### config.mk
export PLATFORM = sky130hd
export DESIGN_NAME = dbg_bp_match
export DESIGN_NICKNAME = d
export VERILOG_FILES = /design/src/rtl/dbg_bp_pkg.sv /design/src/rtl/dbg_bp_slot.sv /design/src/rtl/dbg_bp_regs.sv /design/src/rtl/dbg_bp_match.sv
export SDC_FILE = /design/constraint.sdc
export NUM_CORES = 1
export LEC_CHECK = 0
export BUFFER_PORTS_ARGS = -buffer_cell sky130_fd_sc_hd__buf_2
export CORE_ASPECT_RATIO = 0.7
export CORE_MARGIN = 2
export CORE_UTILIZATION = 40
export CTS_BUF_LIST = sky130_fd_sc_hd__clkbuf_4
export CTS_CLUSTER_SIZE = 30
export DETAILED_ROUTE_END_ITERATION = 8
export RECOVER_POWER = 100
export SYNTH_ARGS = -nofsm -noshare
export SYNTH_HDL_FRONTEND = slang
export SYNTH_SLANG_ARGS = --single-unit
### constraint.sdc
create_clock -name clk -period 12.4 [get_ports clk]
set_input_delay 2.48 -clock clk [delete_from_list [all_inputs] [get_ports clk]]
set_output_delay 2.48 -clock clk [all_outputs]
set_load 0.03 [all_outputs]
### src/rtl/dbg_bp_pkg.sv
`timescale 1ns/1ps
package dbg_bp_pkg;
    localparam int NSLOT  = 4;
    localparam int CTL_W  = 32;
    localparam int STAT_W = 16;
    localparam int GD_BIT = 13;
    localparam int KIND_LSB = 16;
    localparam int FLD_STRIDE = 4;
    localparam logic [STAT_W-1:0] STAT_MASK = 16'h200F;
    localparam logic [2:0] SEL_CTL  = 3'd4;
    localparam logic [2:0] SEL_STAT = 3'd5;

    typedef enum logic [1:0] {
        BK_EXEC = 2'b00,
        BK_WR   = 2'b01,
        BK_IO   = 2'b10,
        BK_RW   = 2'b11
    } bp_kind_e;

    typedef enum logic [1:0] {
        AK_READ  = 2'b00,
        AK_WRITE = 2'b01,
        AK_IO    = 2'b10,
        AK_NONE  = 2'b11
    } acc_kind_e;

    function automatic logic [1:0] span_log2(input logic [1:0] span);
        case (span)
            2'b00:   span_log2 = 2'd0;
            2'b01:   span_log2 = 2'd1;
            2'b11:   span_log2 = 2'd2;
            default: span_log2 = 2'd3;
        endcase
    endfunction
endpackage

### src/rtl/dbg_bp_slot.sv
`timescale 1ns/1ps
module dbg_bp_slot
    import dbg_bp_pkg::*;
#(
    parameter int AW = 32
) (
    input  logic [AW-1:0] base_addr,
    input  logic          slot_en,
    input  logic [1:0]    slot_kind,
    input  logic [1:0]    slot_span,
    input  logic          io_dbg_en,
    input  logic          fetch_valid,
    input  logic [AW-1:0] fetch_addr,
    input  logic          data_valid,
    input  logic [1:0]    data_kind,
    input  logic [AW-1:0] data_addr,
    input  logic [1:0]    data_size,
    output logic          exec_hit,
    output logic          data_hit
);
    localparam int EW = AW + 1;

    logic [1:0]    lg;
    logic [EW-1:0] slot_len;
    logic [EW-1:0] slot_lo;
    logic [EW-1:0] slot_hi;
    logic [EW-1:0] acc_lo;
    logic [EW-1:0] acc_hi;
    logic          overlap;
    logic          kind_ok;

    always_comb begin
        lg       = span_log2(slot_span);
        slot_len = EW'(1) << lg;
        slot_lo  = {1'b0, base_addr} & ~(slot_len - EW'(1));
        slot_hi  = slot_lo + slot_len;
        acc_lo   = {1'b0, data_addr};
        acc_hi   = acc_lo + (EW'(1) << data_size);
        overlap  = (acc_lo < slot_hi) && (slot_lo < acc_hi);

        case (slot_kind)
            BK_WR:   kind_ok = (data_kind == AK_WRITE);
            BK_RW:   kind_ok = (data_kind == AK_WRITE) || (data_kind == AK_READ);
            BK_IO:   kind_ok = (data_kind == AK_IO) && io_dbg_en;
            default: kind_ok = 1'b0;
        endcase

        exec_hit = slot_en && (slot_kind == BK_EXEC) && (slot_span == 2'b00)
                   && fetch_valid && (fetch_addr == base_addr);
        data_hit = slot_en && data_valid && kind_ok && overlap;
    end
endmodule

### src/rtl/dbg_bp_regs.sv
`timescale 1ns/1ps
module dbg_bp_regs
    import dbg_bp_pkg::*;
#(
    parameter int AW = 32
) (
    input  logic                     clk,
    input  logic                     rst_n,
    input  logic                     kernel_mode,
    input  logic                     reg_req,
    input  logic                     reg_we,
    input  logic [2:0]               reg_sel,
    input  logic [AW-1:0]            reg_wdata,
    input  logic                     handler_entry,
    input  logic [NSLOT-1:0]         slot_hits,
    output logic [AW-1:0]            reg_rdata,
    output logic [NSLOT-1:0][AW-1:0] slot_addr,
    output logic [CTL_W-1:0]         ctl_word,
    output logic [STAT_W-1:0]        status_word,
    output logic                     gd_trap
);
    localparam int SW = $clog2(NSLOT);

    typedef struct packed {
        logic [NSLOT-1:0][AW-1:0] addr;
        logic [CTL_W-1:0]         ctl;
        logic [STAT_W-1:0]        status;
    } regs_t;

    regs_t rg_d, rg_q;
    logic  wr_ok;

    always_comb begin
        rg_d    = rg_q;
        gd_trap = reg_req && rg_q.ctl[GD_BIT];
        wr_ok   = reg_req && reg_we && kernel_mode && !rg_q.ctl[GD_BIT];
        if (wr_ok) begin
            if (reg_sel < 3'(NSLOT)) begin
                rg_d.addr[reg_sel[SW-1:0]] = reg_wdata;
            end else if (reg_sel == SEL_CTL) begin
                rg_d.ctl = reg_wdata[CTL_W-1:0];
            end else if (reg_sel == SEL_STAT) begin
                rg_d.status = reg_wdata[STAT_W-1:0] & STAT_MASK;
            end
        end
        if (handler_entry) begin
            rg_d.ctl[GD_BIT] = 1'b0;
        end
        rg_d.status = rg_d.status | STAT_W'(slot_hits);
        if (gd_trap) begin
            rg_d.status[GD_BIT] = 1'b1;
        end
    end

    always_ff @(posedge clk) begin
        if (!rst_n) rg_q <= '0;
        else        rg_q <= rg_d;
    end

    always_comb begin
        if (rg_q.ctl[GD_BIT])             reg_rdata = '0;
        else if (reg_sel < 3'(NSLOT))     reg_rdata = rg_q.addr[reg_sel[SW-1:0]];
        else if (reg_sel == SEL_CTL)      reg_rdata = AW'(rg_q.ctl);
        else if (reg_sel == SEL_STAT)     reg_rdata = AW'(rg_q.status);
        else                              reg_rdata = '0;
    end

    assign slot_addr   = rg_q.addr;
    assign ctl_word    = rg_q.ctl;
    assign status_word = rg_q.status;

    // a guarded access always leaves its mark in the status word
    a_r10_guard_sets_status: assert property (@(posedge clk) disable iff (!rst_n)
        (reg_req && ctl_word[GD_BIT]) |=> status_word[GD_BIT]);

    // handler entry drops the guard
    a_r11_handler_clears_guard: assert property (@(posedge clk) disable iff (!rst_n)
        handler_entry |=> !ctl_word[GD_BIT]);

    // a user-level control write leaves the control word alone
    a_r3_user_write_ignored: assert property (@(posedge clk) disable iff (!rst_n)
        (reg_req && reg_we && !kernel_mode && reg_sel == SEL_CTL && !handler_entry)
        |=> $stable(ctl_word));
endmodule

### src/rtl/dbg_bp_match.sv
`timescale 1ns/1ps
module dbg_bp_match
    import dbg_bp_pkg::*;
#(
    parameter int AW = 32
) (
    input  logic          clk,
    input  logic          rst_n,
    input  logic          kernel_mode,
    input  logic          io_dbg_en,
    input  logic          fetch_valid,
    input  logic [AW-1:0] fetch_addr,
    input  logic          data_valid,
    input  logic [1:0]    data_kind,
    input  logic [AW-1:0] data_addr,
    input  logic [1:0]    data_size,
    input  logic          reg_req,
    input  logic          reg_we,
    input  logic [2:0]    reg_sel,
    input  logic [AW-1:0] reg_wdata,
    output logic [AW-1:0] reg_rdata,
    input  logic          handler_entry,
    output logic          pre_req,
    output logic          post_req,
    output logic [15:0]   dbg_status
);
    typedef struct packed {
        logic             pre;
        logic             post;
        logic [NSLOT-1:0] dhit;
    } pipe_t;

    pipe_t                    pp_d, pp_q;
    logic [NSLOT-1:0][AW-1:0] slot_addr;
    logic [CTL_W-1:0]         ctl_word;
    logic [STAT_W-1:0]        status_word;
    logic                     gd_trap;
    logic [NSLOT-1:0]         exec_hit;
    logic [NSLOT-1:0]         data_hit;
    logic                     unused_ctl;

    assign unused_ctl = ^ctl_word;

    dbg_bp_regs #(.AW(AW)) u_regs (
        .clk           (clk),
        .rst_n         (rst_n),
        .kernel_mode   (kernel_mode),
        .reg_req       (reg_req),
        .reg_we        (reg_we),
        .reg_sel       (reg_sel),
        .reg_wdata     (reg_wdata),
        .handler_entry (handler_entry),
        .slot_hits     (exec_hit | pp_q.dhit),
        .reg_rdata     (reg_rdata),
        .slot_addr     (slot_addr),
        .ctl_word      (ctl_word),
        .status_word   (status_word),
        .gd_trap       (gd_trap)
    );

    for (genvar i = 0; i < NSLOT; i++) begin : g_slot
        dbg_bp_slot #(.AW(AW)) u_slot (
            .base_addr   (slot_addr[i]),
            .slot_en     (ctl_word[2*i]),
            .slot_kind   (ctl_word[KIND_LSB + FLD_STRIDE*i +: 2]),
            .slot_span   (ctl_word[KIND_LSB + 2 + FLD_STRIDE*i +: 2]),
            .io_dbg_en   (io_dbg_en),
            .fetch_valid (fetch_valid),
            .fetch_addr  (fetch_addr),
            .data_valid  (data_valid),
            .data_kind   (data_kind),
            .data_addr   (data_addr),
            .data_size   (data_size),
            .exec_hit    (exec_hit[i]),
            .data_hit    (data_hit[i])
        );
    end

    always_comb begin
        pp_d      = pp_q;
        pp_d.pre  = (|exec_hit) || gd_trap;
        pp_d.dhit = data_hit;
        pp_d.post = |pp_q.dhit;
    end

    always_ff @(posedge clk) begin
        if (!rst_n) pp_q <= '0;
        else        pp_q <= pp_d;
    end

    assign pre_req    = pp_q.pre;
    assign post_req   = pp_q.post;
    assign dbg_status = status_word;

    // an execute hit needs a fetch in the same cycle
    a_r4_exec_needs_fetch: assert property (@(posedge clk) disable iff (!rst_n)
        (|exec_hit) |-> fetch_valid);

    // a before-instruction request comes from a fetch or a register access
    a_r9_pre_source: assert property (@(posedge clk) disable iff (!rst_n)
        pre_req |-> $past(fetch_valid || reg_req));

    // an after-instruction request follows a data access two edges earlier
    a_r8_post_delay: assert property (@(posedge clk) disable iff (!rst_n)
        post_req |-> $past(data_valid, 2));

    // disabled slots never report data hits
    a_r13_disabled_quiet: assert property (@(posedge clk) disable iff (!rst_n)
        !ctl_word[0] |-> !data_hit[0] && !exec_hit[0]);
endmodule

Word level (Yosys, flattened, before mapping)
Cells that the tools add are included.
- register bits: 182
- output and inout bits: 50
- word-level logic and storage cells: 152
- bits of input ports: 112
- shifts and indexed selects: 5
- equality and inequality tests: 28
- reductions and logical operators: 55
- multiplexer cells: 22
- $add $sub $neg: 9
- bitwise operators: 12
- magnitude comparators: 11
- operators with widths (kind ; number):
    1-bit by 2-bit left shift with 33-bit output (first input constant) ; 5
    32-bit 2-to-1 mux ; 5
    33-bit adder ; 4
    32-bit by 33-bit bitwise AND with 33-bit output ; 4
    32-bit by 33-bit < comparator with 1-bit output ; 4
    33-bit < comparator ; 4
    33-bit NOT ; 4
    33-bit by 1-bit subtractor with 33-bit output (second input constant) ; 4
    128-bit bitwise mux ; 1
    32-bit == test ; 4
    16-bit 2-to-1 mux ; 5
    32-bit binary-select mux with 2-bit select ; 1
    32-bit demux with 2-bit select ; 1
    1-bit logical AND ; 38
    32-bit by 33-bit adder with 33-bit output ; 1
    2-bit == test (second input constant) ; 13
    2-bit one-hot mux with 3 select lines ; 4
    2-bit by 1-bit == test with 1-bit output (second input constant) ; 9
    2-bit zero test ; 9
    16-bit by 4-bit bitwise OR with 16-bit output ; 1
    1-bit one-hot mux with 3 select lines ; 4
    4-bit OR reduction ; 2
    3-bit == test (second input constant) ; 2
    4-bit bitwise OR ; 1
    other kinds (10) ; 12

Logic depth before layout (Yosys ltp)
- depth after elaboration: 10
- depth in mapped cells: 20
- mapped depth without buffers: 18

Hierarchy
From an unflattened synthesis, not the netlist that was laid out.
- cell total of the unflattened synthesis: 2506
- area total of the unflattened synthesis: 21015.2 µm²
- by module, submodules not included (module ; sequential area each (µm²) ; times used ; area an instance (µm²) ; cells each):
    dbg_bp_regs ; 3303.2 ; 1 ; 7389.6 ; 690
    dbg_bp_slot (g_slot[0].u_slot ...) ; 0.0 ; 2 ; 3338.2 ; 449
    dbg_bp_slot (g_slot[3].u_slot) ; 0.0 ; 1 ; 3474.6 ; 458
    dbg_bp_slot (g_slot[2].u_slot) ; 0.0 ; 1 ; 3278.1 ; 443
    dbg_bp_match ; 120.1 ; 1 ; 196.4 ; 17

Worst setup path before layout
OpenSTA, ideal clock, no wires.
- path type: input to output
- from: input reg_sel[0]
- to: output reg_rdata[16]
- required time: 9.920 ns
- slack: 5.508 ns
- stages on the path: 8
- buffers on the path: 3
- arrival time: 4.412 ns
- path through: buf_2 or2_2 clkbuf_1 clkbuf_1 nor2_1 a211oi_1 o21ai_0 a211oi_1
- word-level cells in the longest chain between the ends: 4
- elaborated cells on any way between the ends: 7
- classes of those cells: order compare: 1; eq/ne: 1; mux: 5
- ends and longest elaborated chain (element ; line ; RTL):
    start: declaration ; dbg_bp_match.sv:19 ; input logic [2:0] reg_sel,
    32-bit binary-select mux with 2-bit select or 3-bit == test (tied branches) ; dbg_bp_regs.sv:62, dbg_bp_regs.sv:63 ;
    32-bit 2-to-1 mux (on tied branches) ; dbg_bp_regs.sv:62, dbg_bp_regs.sv:63 ;
    32-bit 2-to-1 mux * ; dbg_bp_regs.sv:62 ; else if (reg_sel < 3'(NSLOT)) reg_rdata = rg_q.addr[reg_sel[SW-1:0]];
    32-bit 2-to-1 mux * ; dbg_bp_regs.sv:61 ; if (rg_q.ctl[GD_BIT]) reg_rdata = '0;
    end: declaration ; dbg_bp_match.sv:21 ; output logic [AW-1:0] reg_rdata,
Every way passes the cells marked *; elsewhere a longest branch is shown, timed or not. The select of a mux whose other input is x is not followed.

Worst setup path in the final report
- from: input reg_sel[0]
- to: output reg_rdata[29]
Same word-level chain as after synthesis.

==> qor.csv <==
metric,value,unit
status,"complete, but fails checks",
failing checks,"capacitance limit, slew limit",
Worst Setup Path Type,in -> out,
Max-slew headroom,-201,%
die width,265,um
PostCTS Resize Cnt,0,
Placed Area,20000,um2
drt total wl,89.6,mm
setup repair after global routing missed its margin,no,
PD cells,60.8,nW/um2
vias in the first global route,17618,
# IOs,162,
Buffers on Ports,150,
DRC,0,
total count of hold-check failures in the final report,0,
Sink Count,171,
sequential share of the synthesized area,18.0,%
crit path launch type,primary input,
Synth Register Bits,171,
drt initial violations,2586,
Critical Path AT,7.19,ns
"Avg Cell Area, Syn",7.65,um2
XOR/XNOR Fraction of Synth Area,13.0,%
final worst setup slack,2.73,ns
clock latency on the worst-skew pair,0.64,ns
CTS tree,yes,
1st-pass router iterations,6,
clock buffer depth,2,
max-slew violations,369,
DIE HEIGHT,187,um
Min-Delay Path Class,reg -> reg,
multi-input logic area,14400,um2
Max Freq,103,MHz
max cap viols,9,
mux cell area share after synthesis,3.13,%
global-route wire length before repair,125,mm
TNS Setup,0,ns
Root Driver,clkbuf_4,
total grt overflow,0,
clk_skew,0.0511,ns
"Cell Area, Synth",19000,um2
Die ar.,49400,um2
fin cells,3093,
DR vias,19201,
Syn Inst Count,2489,
Worst Setup End Kind,primary output,
CTS buffer count,17,
initial antenna violation count,11,
Post-Layout Inst Area,20200,um2
Synth cell types,86,
H-tree Lvls,4,
HPWL Detailed,71.7,mm
largest family of logic cells by synthesized area,simple AND/OR/NAND/NOR gates,
gr usage total,35.2,%
Least-Margin Pin Slew,4.51,ns
largest net degree at the start of global routing,115,
Crit Path Max Fanout,36,
row count,66,
CTS Hold Bufs,0,
post-layout min period,9.67,ns
share of cells above drive strength 1,10.1,%
clock slew seen by the registers of the worst setup and hold paths,0.17,ns
DP Worst Slack,4.77,ns
compound-gate portion of the synthesized area,19.5,%
# Post-CTS Setup Buffers,0,
Starting Density,40.7,%
area delta synth->final,6.14,%
Final #Nets,2840,
"Req. time, crit path",9.92,ns
Sequential Area,3420,um2
post-synthesis adder-cell area fraction,17.4,%
Pleak,7.72,nW
Max VDD drop,0.0526,mV
routability cong.,1.04,
average vias per placed instance,6.21,
"Top FF cell, synth",dfxtp_1,
Setup Viol. Count Final,0,
dpl cells,3056,
fin crit share,78.0,%
Post-Synth Simple-Gate Area,22.5,%
Post-synth EDFFs,0,
Core ar.,46700,um2
Fillers,4789,
ys async rst share,0,%
Routed WL per cell,29.0,um
yosys warns,0,
"antenna viol nets, final",0,
-- final timing paths --
| kind | to | slack, ns | depth (start not counted) | from |
|---|---|---|---|---|
| setup / recovery | reg_rdata[29] | 2.73 | 7 | reg_sel[0] |
| hold / removal | u_regs.ctl_word[1] | 0.48 | 2 | u_regs.ctl_word[1] |
| setup reg to reg | pp_q[1] | 6.61 | 17 | u_regs.ctl_word[23] |
| hold reg to reg | u_regs.ctl_word[1] | 0.48 | 2 | u_regs.ctl_word[1] |
-- cells by family (layout without fill, tap and decap cells) --
| group | after synthesis | in the layout |
|---|---|---|
| flip-flops | 171 | 171 |
| buffers and inverters | 301 | 278 |
| AND/OR/NAND/NOR | 890 | 890 |
| multiplexers | 41 | 41 |
| AO/OA/AOI/OAI | 538 | 538 |
| adder cells (fa/ha/maj) | 265 | 265 |
| other | 1 | 16 |
| XOR/XNOR | 282 | 282 |
-- Yosys cell counts, types with 8 or more instances --
| cell type | count | area (um2) |
|---|---|---|
| ha_1 | 264 | 3300 |
| o21a_1 | 12 | 90.1 |
| nor2b_1 | 52 | 325 |
| mux2i_1 | 19 | 190 |
| buf_4 | 13 | 97.6 |
| nand3_1 | 59 | 295 |
| a21o_1 | 43 | 323 |
| clkbuf_1 | 225 | 845 |
| and3_1 | 20 | 125 |
| nand4_1 | 86 | 538 |
| a22oi_1 | 13 | 97.6 |
| dfxtp_1 | 171 | 3420 |
| mux4_2 | 14 | 315 |
| mux2_2 | 8 | 90.1 |
| o21ai_0 | 58 | 290 |
| a21boi_0 | 165 | 1240 |
| nor4_1 | 19 | 119 |
| nor2_1 | 117 | 439 |
| and2_1 | 23 | 144 |
| a21oi_1 | 117 | 586 |
| xor2_1 | 125 | 1090 |
| and4_1 | 21 | 184 |
| nor3_1 | 24 | 120 |
| o211ai_1 | 23 | 173 |
| inv_1 | 25 | 93.8 |
| a211oi_1 | 51 | 383 |
| nand2_1 | 419 | 1570 |
| buf_2 | 20 | 100 |
| xnor2_1 | 157 | 1380 |
| buf_1 | 8 | 30.0 |
-- layout make-up --
type	instances	share of cell area [%]
multi-input combinational	2027	71.3
sequential	171	16.9
timing repair buffer	217	5.86
tap	612	3.79
clock inverter	15	0.860
clock buffer	17	0.631
inverter	29	0.545
antenna	5	0.0619
-- flip-flops by register name, summed over array words and instances, names as in the netlist --
name / flops
u_regs.slot_addr: 128
u_regs.ctl_word: 32
u_regs.status_word: 5
pp_q: 4
post_req: 1
pre_req: 1
-- worst max-delay path, cell delays in order --
cell and delay (ns):
buf_2 0.07, clkbuf_1 1.29, clkbuf_1 1.64, nor3_1 0.86
a22oi_1 0.49, nor2_1 0.08, clkbuf_1 0.25
-- per-stage QoR --
stage | hold WS, ns | power [mW] | util, %
floorplan | 0.441 | 0.744 | -
global placement | 0.452 | 0.850 | 42.8
detailed placement | 0.462 | 0.857 | 42.8
CTS | 0.484 | 1.22 | 43.4
global route | 0.503 | 1.27 | 43.2
finish | 0.485 | 1.23 | 43.2
-- placed cells by master, fill, tap and decap left out, types with 7 or more instances in the layout --
cell type and count:
a211oi_1 52, a21boi_0 166, a21o_1 43, a21oi_1 117, a22oi_1 13, and2_1 22
and3_1 20, and4_1 21, buf_2 109, buf_4 62, clkbuf_1 46, clkbuf_4 17
conb_1 11, dfxtp_1 170, ha_1 264, inv_1 25, mux2_2 8, mux2i_1 19
mux4_2 14, nand2_1 419, nand3_1 59, nand4_1 86, nor2_1 114, nor2b_1 52
nor3_1 25, nor3b_1 7, nor4_1 18, o2111ai_1 7, o211ai_1 23, o21a_1 12
o21ai_0 58, xnor2_1 157, xor2_1 125
-- per-layer routing --
metal,wire [um],track usage [%],up-vias
met5,0,0,-
met4,2660,9.45,0
met3,13100,13.5,171
met2,34500,48.4,1243
met1,39400,50.6,9137
li1,-,-,8650
-- power breakdown --
group,total (mW),internal [mW],switching (mW)
Sequential,0.564,0.554,0.0101
Clock,0.373,0.128,0.245
Combinational,0.293,0.106,0.187
Total,1.23,0.787,0.442
Note: power is estimated with default switching activity, not from simulation.
